--- src/rtl/rsqrt_est_pkg.sv ---
package rsqrt_est_pkg;

    localparam int WORD_W    = 32;
    localparam int EXP_W     = 8;
    localparam int MAN_W     = 23;
    localparam int EXP_BIAS  = (1 << (EXP_W - 1)) - 1;
    // numerator of the halved result exponent: 3*bias - 1
    localparam int EXP_NUMER = 3 * EXP_BIAS - 1;
    localparam logic [WORD_W-1:0] DEFAULT_NAN = 32'h7FC0_0000;

    typedef enum logic [2:0] {
        CLS_NAN_QUIET,
        CLS_NAN_SIG,
        CLS_ZERO,
        CLS_NEG,
        CLS_INF_POS,
        CLS_NORMAL
    } opclass_e;

    typedef struct packed {
        logic [WORD_W-1:0] value;
        logic              invalid;
        logic              divzero;
    } rsq_out_t;

    // Estimate fraction for table entry i of one half.
    // The low half covers a in [0.25,0.5) and the high half a in [0.5,1).
    // It finds the largest s with (2s-1)^2 * m <= 2^sh, which equals round(2^est_w / sqrt(a)).
    function automatic int unsigned est_frac(input int unsigned est_w,
                                             input int unsigned idx_w,
                                             input int unsigned i,
                                             input bit          low_half);
        longint unsigned m;
        longint unsigned lim;
        longint unsigned s;
        longint unsigned cand;
        int unsigned     sh;
        m   = 2 * ((longint'(1) << idx_w) + i) + 1;
        sh  = 2 * est_w + idx_w + (low_half ? 5 : 4);
        lim = longint'(1) << sh;
        s   = longint'(1) << est_w;
        for (int b = int'(est_w) - 1; b >= 0; b--) begin
            cand = s | (longint'(1) << b);
            if ((2 * cand - 1) * (2 * cand - 1) * m <= lim)
                s = cand;
        end
        return int'(s - (longint'(1) << est_w));
    endfunction

endpackage

--- src/rtl/rsqrt_est_classify.sv ---
module rsqrt_est_classify
    import rsqrt_est_pkg::*;
(
    input  logic [WORD_W-1:0] operand,
    output opclass_e          cls
);
    logic [EXP_W-1:0] exp_f;
    logic [MAN_W-1:0] man_f;
    logic             sign_f;

    assign sign_f = operand[WORD_W-1];
    assign exp_f  = operand[WORD_W-2 -: EXP_W];
    assign man_f  = operand[MAN_W-1:0];

    always_comb begin
        if (&exp_f && (|man_f))
            cls = man_f[MAN_W-1] ? CLS_NAN_QUIET : CLS_NAN_SIG;
        else if (exp_f == '0)
            cls = CLS_ZERO;
        else if (sign_f)
            cls = CLS_NEG;
        else if (&exp_f)
            cls = CLS_INF_POS;
        else
            cls = CLS_NORMAL;
    end
endmodule

--- src/rtl/rsqrt_est_select.sv ---
module rsqrt_est_select
    import rsqrt_est_pkg::*;
#(
    parameter int IDX_W = 7
) (
    input  logic                    mode_fix,
    input  logic [WORD_W-1:WORD_W-16] top_bits,
    output logic                    low_half,
    output logic [IDX_W-1:0]        idx
);
    // float: bit 23 is the exponent parity, fraction top bits follow
    // unsigned: leading one at bit 31 or bit 30 picks the half
    always_comb begin
        if (mode_fix) begin
            low_half = ~top_bits[WORD_W-1];
            idx      = top_bits[WORD_W-1] ? top_bits[WORD_W-2 -: IDX_W]
                                          : top_bits[WORD_W-3 -: IDX_W];
        end else begin
            low_half = top_bits[MAN_W];
            idx      = top_bits[MAN_W-1 -: IDX_W];
        end
    end
endmodule

--- src/rtl/rsqrt_est_table.sv ---
module rsqrt_est_table
    import rsqrt_est_pkg::*;
#(
    parameter int EST_W = 8,
    parameter int IDX_W = 7
) (
    input  logic             low_half,
    input  logic [IDX_W-1:0] idx,
    output logic [EST_W-1:0] frac
);
    localparam int HALF  = 1 << IDX_W;
    localparam int DEPTH = 2 * HALF;

    logic [EST_W-1:0] rom [DEPTH];

    for (genvar gi = 0; gi < DEPTH; gi++) begin : g_entry
        localparam bit IS_LOW = (gi < HALF);
        assign rom[gi] = EST_W'(est_frac(EST_W, IDX_W, gi % HALF, IS_LOW));
    end

    assign frac = rom[{~low_half, idx}];
endmodule

--- src/rtl/rsqrt_est_pack.sv ---
module rsqrt_est_pack
    import rsqrt_est_pkg::*;
#(
    parameter int EST_W = 8
) (
    input  logic             mode_fix,
    input  opclass_e         cls,
    input  logic             sign_f,
    input  logic [EXP_W-1:0] exp_f,
    input  logic             fix_small,
    input  logic [EST_W-1:0] frac,
    output rsq_out_t         res
);
    localparam int XW = EXP_W + 2;
    localparam logic [XW-1:0] NUMER = XW'(EXP_NUMER);

    logic [XW-1:0]    diff;
    logic [EXP_W-1:0] res_exp;

    assign diff    = NUMER - {2'b00, exp_f};
    assign res_exp = diff[EXP_W:1];

    always_comb begin
        res = '0;
        if (mode_fix) begin
            res.value = fix_small ? '1
                                  : {1'b1, frac, {(WORD_W-1-EST_W){1'b0}}};
        end else begin
            unique case (cls)
                CLS_NAN_QUIET: res.value = DEFAULT_NAN;
                CLS_NAN_SIG: begin
                    res.value   = DEFAULT_NAN;
                    res.invalid = 1'b1;
                end
                CLS_ZERO: begin
                    res.value   = {sign_f, {EXP_W{1'b1}}, {MAN_W{1'b0}}};
                    res.divzero = 1'b1;
                end
                CLS_NEG: begin
                    res.value   = DEFAULT_NAN;
                    res.invalid = 1'b1;
                end
                CLS_INF_POS: res.value = '0;
                default:
                    res.value = {1'b0, res_exp, frac, {(MAN_W-EST_W){1'b0}}};
            endcase
        end
    end
endmodule

--- src/rtl/rsqrt_est.sv ---
module rsqrt_est
    import rsqrt_est_pkg::*;
#(
    parameter int EST_W = 8,
    parameter int IDX_W = 7
) (
    input  logic              clk,
    input  logic              rst,
    input  logic              in_valid,
    input  logic              in_mode,
    input  logic [WORD_W-1:0] in_operand,
    output logic              out_valid,
    output logic [WORD_W-1:0] out_result,
    output logic              out_invalid,
    output logic              out_divzero
);
    opclass_e         cls;
    logic             low_half;
    logic [IDX_W-1:0] idx;
    logic [EST_W-1:0] frac;
    rsq_out_t         res_d;
    rsq_out_t         res_q;
    logic             valid_q;

    rsqrt_est_classify u_classify (
        .operand (in_operand),
        .cls     (cls)
    );

    rsqrt_est_select #(.IDX_W(IDX_W)) u_select (
        .mode_fix (in_mode),
        .top_bits (in_operand[WORD_W-1:WORD_W-16]),
        .low_half (low_half),
        .idx      (idx)
    );

    rsqrt_est_table #(.EST_W(EST_W), .IDX_W(IDX_W)) u_table (
        .low_half (low_half),
        .idx      (idx),
        .frac     (frac)
    );

    rsqrt_est_pack #(.EST_W(EST_W)) u_pack (
        .mode_fix  (in_mode),
        .cls       (cls),
        .sign_f    (in_operand[WORD_W-1]),
        .exp_f     (in_operand[WORD_W-2 -: EXP_W]),
        .fix_small (in_operand[WORD_W-1:WORD_W-2] == 2'b00),
        .frac      (frac),
        .res       (res_d)
    );

    always_ff @(posedge clk) begin
        if (rst) begin
            valid_q <= 1'b0;
            res_q   <= '0;
        end else begin
            valid_q <= in_valid;
            res_q   <= in_valid ? res_d : '0;
        end
    end

    assign out_valid   = valid_q;
    assign out_result  = res_q.value;
    assign out_invalid = res_q.invalid;
    assign out_divzero = res_q.divzero;
endmodule

--- config.mk ---
export PLATFORM = sky130hd
export DESIGN_NAME = rsqrt_est
export DESIGN_NICKNAME = d
export VERILOG_FILES = /design/src/rtl/rsqrt_est_pkg.sv /design/src/rtl/rsqrt_est_classify.sv /design/src/rtl/rsqrt_est_select.sv /design/src/rtl/rsqrt_est_table.sv /design/src/rtl/rsqrt_est_pack.sv /design/src/rtl/rsqrt_est.sv
export SDC_FILE = /design/constraint.sdc
export NUM_CORES = 1
export LEC_CHECK = 0
export BUFFER_PORTS_ARGS = -buffer_cell sky130_fd_sc_hd__buf_2
export CAP_MARGIN = 5
export CORE_MARGIN = 2
export CORE_UTILIZATION = 45
export CTS_BUF_LIST = sky130_fd_sc_hd__clkbuf_4 sky130_fd_sc_hd__clkbuf_8 sky130_fd_sc_hd__clkbuf_16
export DETAILED_ROUTE_END_ITERATION = 6
export GPL_TIMING_DRIVEN = 0
export PLACE_DENSITY = 0.79
export SYNTH_ARGS = -nofsm -noshare
export SYNTH_HDL_FRONTEND = slang
export SYNTH_SLANG_ARGS = --single-unit
export TNS_END_PERCENT = 20
--- constraint.sdc ---
create_clock -name clk -period 5 [get_ports clk]
set_input_delay 1 -clock clk [delete_from_list [all_inputs] [get_ports clk]]
set_output_delay 1 -clock clk [all_outputs]
set_load 0.1 [all_outputs]
# Word-level counts from Yosys, hierarchy flattened

Memories as Yosys holds them, arrays and structs flattened.
Cells that the tools add are included.

$add $sub $neg: 1
Magnitude comparators: 1
Muxes and demuxes: 15
Equality and inequality tests: 4
Bitwise operators: 4
Reduce and logical (&&, ||, !) cells: 10

Operators with widths:

| operator              | count |
|---|---|
| $pmux W32 S3          | 1 |
| $mux W32              | 1 |
| $mux W31              | 1 |
| $reduce_or A23 Y1     | 1 |
| $mux W8               | 2 |
| $mux W7               | 2 |
| $ge A9 B9 Y1 const B  | 1 |
| $mux W3               | 3 |
| $not A8 Y9            | 1 |
| $sub A9 B8 Y9 const A | 1 |
| $logic_not A8 Y1      | 1 |
| $reduce_and A8 Y1     | 1 |
| $eq A3 B2 Y1 const B  | 2 |
| $reduce_or A3 Y1      | 2 |
| $mux W1               | 5 |
| $reduce_or A2 Y1      | 2 |
| $eq A3 B1 Y1 const B  | 1 |
| $eq A3 B3 Y1 const B  | 1 |
| $logic_not A3 Y1      | 1 |
| $not A1 Y1            | 3 |
| $logic_not A2 Y1      | 1 |
| $logic_and A1 B1 Y1   | 1 |

Logic and storage cells: 40
Register bits after elaboration: 35
Memory bits (read-only): 2048
Output and inout bits: 35
Memories kept: 1
Input bits: 36

Memory list:

| memory          | depth | bits a word | rd ports | clocked after memory_dff | write ports | RTL line              | text |
|---|---|---|---|---|---|---|---|
| (no name shown) | 256   | 8           | 1        | 0                        | 0           | rsqrt_est_table.sv:21 | `assign frac = rom[{~low_half, idx}];` |

# Longest topological paths before layout

Gate-level depths: netlist of run 1.

Depth after elaboration: 9
Mapped depth: 15
Gate-level depth less buffers: 12

# Cells and area by module

From an unflattened synthesis of run 1, not the netlist that was laid out.

Cell total of the unflattened synthesis: 515
Area, all modules: 3841.2 µm²

By module, submodules not included:

| module             | area an instance (µm²) | cells an instance | seq. area each (µm²) | times used |
|---|---|---|---|---|
| rsqrt_est_table    | 1956.9                 | 312               | 0.0                  | 1 |
| rsqrt_est          | 1058.5                 | 77                | 700.7                | 1 |
| rsqrt_est_pack     | 498.0                  | 80                | 0.0                  | 1 |
| rsqrt_est_select   | 175.2                  | 26                | 0.0                  | 1 |
| rsqrt_est_classify | 152.6                  | 20                | 0.0                  | 1 |

# Worst setup path before layout of run 1

OpenSTA, ideal clock, no wires.

Path type: input-to-reg
From: input port in_mode
To: register res_q (netlist bit out_result[24])
Data required time: 4.878 ns
Setup slack: 1.260 ns
Stages: 14
Arrival time: 3.618 ns
Setup time: 0.122 ns
Buffers on the path: 3
Cells stage by stage: buf_2 > buf_2 > nor2_1 > a21o_1 > clkbuf_1 > ha_1 > inv_1 > mux2i_1 > a221o_1 > a211oi_1 > o21a_1 > o21ai_0 > and3_1 > o311a_1

Longest elaborated chain between the ends: 8
Elaborated cells on any way between the ends: 9
Those cells by class: mux (6); bitwise (2); memory (1)

RTL lines:

| item                                        | RTL line               | text |
|---|---|---|
| start: declaration                          | rsqrt_est.sv:10        | `input logic in_mode,` |
| $mux W1                                     | rsqrt_est_select.sv:14 | `if (mode_fix) begin` |
| $not A1 Y1                                  | rsqrt_est_table.sv:21  |  |
| $not A8 Y9                                  | rsqrt_est_table.sv:21  |  |
| $mem_v2 Z256 W8                             | n/a                    |  |
| $mux W8 (not written as such) (2 in series) | rsqrt_est_table.sv:21  |  |
| $mux W31                                    | rsqrt_est_pack.sv:26   | `res.value = fix_small ? '1` |
| $mux W32 *                                  | rsqrt_est_pack.sv:25   | `if (mode_fix) begin` |
| end signal: assignment                      | rsqrt_est.sv:59        | `res_q <= in_valid ? res_d : '0;` |
| end: declaration                            | rsqrt_est.sv:22        | `rsq_out_t res_q;` |

Mark *: on every way between the ends. The rest lies on a longest branch, timed or not. The select of a mux whose other input is x is not followed.
A chain may end at the register's enable or synchronous reset.

# Worst setup path after layout of run 1

From: input port in_mode
To: register res_q (netlist bit out_result[23])

The elaborated chain is that of the path after synthesis.

==> results of run 1 <==
## cells in the final DEF (no fill, tap or decap), types with 8 or more instances in the layout
master	count
a211oi_1	21
clkbuf_1	22
dfxtp_1	21
buf_2	88
mux2i_1	17
buf_4	14
nor3_1	18
inv_1	14
o21ai_0	37
ha_1	12
nor2_1	52
a21oi_1	38
nand2_1	33
o211ai_1	9
nand3_1	16
a31oi_1	12
a21o_1	8
## stage by stage
stage | util | area (um2) | setup slack, ns | power [mW]
floorplan | - | 3340 | 1.26 | 0.557
global placement | 0.525 | 3790 | 0.438 | 0.702
detailed placement | 0.525 | 3790 | 0.479 | 0.699
CTS | 0.532 | 3840 | 0.738 | 0.808
global route | 0.532 | 3840 | 0.582 | 0.863
finish | 0.532 | 3840 | 0.577 | 0.829
## final timing paths
kind | startpoint | endpoint | slack, ns | cells after the start
setup / recovery | in_mode | out_result[23] | 0.58 | 12
hold / removal | in_operand[22] | out_invalid | 1.09 | 3
## cell families after synthesis
logic type,after synthesis,share of synthesized area
AO/OA/AOI/OAI,201,0.417
XOR/XNOR,11,0.0289
adder cells (fa/ha/maj),12,0.0450
buffers and inverters,79,0.120
flip-flops,21,0.126
multiplexers,21,0.0656
AND/OR/NAND/NOR,146,0.198
## flip-flops by register name, summed over array words and instances (netlist names)
name and flops:
out_divzero 1, out_invalid 1, out_valid 1, out_result 18
## critical path, cell delays in order
cell and delay (ns):
buf_2 0.17, buf_2 0.25, a21o_1 0.27, clkbuf_1 0.58, ha_1 0.37, clkbuf_1 0.48, nand2_1 0.23, mux2i_1 0.22
a211o_1 0.17, o41ai_1 0.09, a211oi_1 0.55, o32ai_1 0.15
## cell type report
cell class,instances,area share
Buffer,64,0.0893
Clock buffer,3,0.0108
Clock inverter,1,0.00130
Inverter,15,0.0147
Multi-Input combinational cell,391,0.656
Sequential cell,21,0.110
Tap cell,99,0.0323
Timing Repair Buffer,66,0.0861
## metal layers
metal	vias up	routed length (um)	track usage
met5	-	0	0
met1	2020	5480	0.427
met2	367	6320	0.557
met3	88	1750	0.0587
li1	1981	-	-
met4	0	872	0.201
## power by group through the flow
stage	Sequential (mW)	Combinational [mW]	Clock (mW)
after floorplan	0.245	0.313	0
after global placement	0.182	0.521	0
after detailed placement	0.182	0.517	0
after CTS	0.178	0.519	0.111
after global routing	0.179	0.566	0.118
final	0.178	0.541	0.110
==> metrics, run 1 <==
# DRC 0; Post-Layout Cell Count 660; sw power 0.440 mW; largest area contributor in the netlist dfxtp_1; Vert. Die Dim 90.1 um; CTS Buf Count 3; number of global-route vias before repair 4135; Post-CTS Resized 0; RSZ-0062 raised after global routing no; Comb pwr share 0.653; cell internal pwr 0.389 mW; Die X 90.1 um; arrival time worst endpoint 4.54 ns; clock sinks 21; number of diodes 0; P&R area growth vs syn 15.0%; drt total wl 14.4 mm; Hold Path Class primary input to flop; average size of a mapped cell 6.80 um2; Crit. End Element flop; Post-layout nets 610; layout cell share with drive strength beyond 1 0.219; I/O pin cnt 71; setup bufs post-CTS 0; # rows 31; Tcrit/Tclk final 0.885; crit start category primary input; largest cells by area after synthesis dfxtp_1, nor2_1, a21oi_1, o21ai_0, mux2i_1; VDD IR max 0.0000756 V; cell with the most instances after synthesis nor2_1; status completed; Final min period 4.42 ns; Post-synth EDFFs 0; number of port buffers 66; crit path max fanout 13; Via density 6.75; Fill cells 730; Fin. Hold Viols 0; Critical Path RT 5.12 ns; Final Max Slew Viols 0; Syn Nets 539; Reg area 420 um2; GP Congestion 1.10; ys async rst share 0; LEAKAGE 1.66 nW; warnings from Yosys 0; DPL Wire Length 10.6 mm; Netlist cell types 66; area occupied by multi-input gates 2520 um2; drt pass-1 iters 6; Post-synth top cells nor2_1, a21oi_1, o21ai_0; TritonCTS clock tree done; Sequential Power Share 0.215; area share of the largest cell type after synthesis 0.126; CTS Buffer Depth 2; detailed-route via count 4456; Synth Flop Type dfxtp_1; post-DR wirelength/cell 21.9 um; Die Area 8120 um2; Worst-Margin Slew 1.20 ns; Placed Cells incl. Taps 656; FF+latch count, synth 21; number of max-cap violations 0; Root Driver clkbuf_8; CTS clk-pin slew, worst paths 0.07 ns; final setup vio count 0; PwrDens 216 nW/um2; antenna violations before repair 0; ANT nets after route 0; switching part of the total power 0.531; global route overflow 0; worst setup path class primary input to flop; Clock Power Share 0.132; Synth Instances 491; cts hold-fix bufs 0; initial core utilization 0.463; pin count of the biggest net entering global routing 16; Worst slew margin 0.180; gr usage total 0.343; first-pass GRT wire length 22.5 mm; CORE AREA 7210 um2; Max Fclk 0.226 GHz; post-synthesis sequential area ratio 0.126; Fin Setup TNS 0 ns; H-tree depth 1; Iter 0 DRT Violations 541; Hold Worst Slack 1.09 ns; synthesized area 3340 um2
No activity file was read; power rests on OpenSTA's default activity.
==> run 2: changes to the inputs <==
--- a/config.mk
+++ b/config.mk
@@ -12,7 +12,7 @@
 export CTS_BUF_LIST = sky130_fd_sc_hd__clkbuf_4 sky130_fd_sc_hd__clkbuf_8 sky130_fd_sc_hd__clkbuf_16
 export DETAILED_ROUTE_END_ITERATION = 6
 export GPL_TIMING_DRIVEN = 0
-export PLACE_DENSITY = 0.79
+export PLACE_DENSITY = 0.66
 export SYNTH_ARGS = -nofsm -noshare
 export SYNTH_HDL_FRONTEND = slang
 export SYNTH_SLANG_ARGS = --single-unit
==> metrics, run 2 (same netlist as run 1, synthesis figures left out) <==
CORE AREA 7210 um2; Hold Path Class primary input to flop; Tcrit/Tclk final 0.864; Fin. Hold Viols 0; initial core utilization 0.463; number of diodes 0; worst slack, placed 0.615 ns; number of port buffers 66; LEAKAGE 1.66 nW; Final Max Slew Viols 0; setup bufs post-CTS 0; status completed; Root Driver clkbuf_8; Post-CTS Resized 0; Placed Cells incl. Taps 656; final setup vio count 0; area occupied by multi-input gates 2520 um2; worst setup path class primary input to flop; max FFs per register 18; Worst-Margin Slew 1.22 ns; gr usage total 0.322; I/O pin cnt 71; Worst path max stage delay 0.45 ns; Setup crit start in_operand[31]; Fill cells 748; final total power 0.823 mW; ANT nets after route 0; drt pass-1 iters 7; first-pass GRT wire length 21.6 mm; # rows 31; Crit. End Element flop; crit start category primary input; Max stage delay cell, worst path clkbuf_1; Post-Layout Cell Count 660; Worst slew margin 0.166; Post-layout nets 610; Hold Worst Slack 1.11 ns; critical path, cell by cell buf_6 > mux2_4 > a21oi_4 > buf_2 > buf_2 > ha_1 > clkbuf_1 > nor2_1 > a211oi_1 > nor3_1 > a311o_1 > a32oi_1 > a211oi_2; crit path max fanout 10; Fin Setup TNS 0 ns; P&R area growth vs syn 15.1%; clock sinks 21; most frequent cells in the layout buf_2, nor2_1, a21oi_1, o21ai_0, nand2_1; CTS Buf Count 3; Die Area 8120 um2; layout cell share with drive strength beyond 1 0.219; DPL Wire Length 9.92 mm; TritonCTS clock tree done; commonest non-fill, non-tap cell in the layout buf_2; RSZ-0062 raised after global routing no; Final min period 4.32 ns; drt total wl 13.7 mm; cts hold-fix bufs 0; number of global-route vias before repair 4276; Max Fclk 0.231 GHz; worst path bufs/invs 4; CTS clk-pin slew, worst paths 0.06 ns; H-tree depth 1; Via density 6.79; post-DR wirelength/cell 20.7 um; Iter 0 DRT Violations 531; Critical Path RT 5.12 ns; arrival time worst endpoint 4.44 ns; final worst-path setup slack 0.680 ns; CTS Buffer Depth 2; worst hold start in_valid; most used cell, CP buf_2; Vert. Die Dim 90.1 um; Reg area 420 um2; crit-path leading delay family compound AO/OA/AOI/OAI gates; number of max-cap violations 0; detailed-route via count 4483; pin count of the biggest net entering global routing 16; GP Congestion 1.06; Die X 90.1 um; PwrDens 214 nW/um2; global route overflow 0; antenna violations before repair 0; # DRC 0; VDD IR max 0.0000911 V
==> run 2: cell types whose count changed in the layout (fill, tap and decap cells not counted), sizes merged <==
cell,change
clkbuf,+1
clkinv,-1
==> run 2: worst paths after layout <==
path	endpoint	slack, ns	depth (start not counted)
setup / recovery	out_result[25]	0.68	13
hold / removal	out_valid	1.11	3
==> run 2: area by class of cell <==
cell class	instances	share of cell area
multi-input combinational	391	0.656
sequential	21	0.109
buffer	64	0.0893
timing repair buffer	66	0.0860
tap	99	0.0323
inverter	15	0.0147
clock buffer	4	0.0127
==> run 2: per-layer routing <==
metal  routed length [um]  GRT usage  part of all wire
met5                    0          0                 0
met4                  794      0.181             0.058
met3                 1760     0.0536              0.13
met2                 5900      0.523              0.43
met1                 5210      0.405              0.38
==> run 2: power breakdown <==
group / switching (mW) / internal [mW] / leakage [nW]
combinational: 0.379 / 0.157 / 1.46
clock: 0.0468 / 0.0620 / 0.0262
sequential: 0.00202 / 0.176 / 0.172
==> run 2: metrics by stage <==
step                 util  cell area, um2
floorplan               -            3340
global placement    0.525            3790
detailed placement  0.525            3790
CTS                 0.532            3840
global route        0.532            3840
finish              0.532            3840
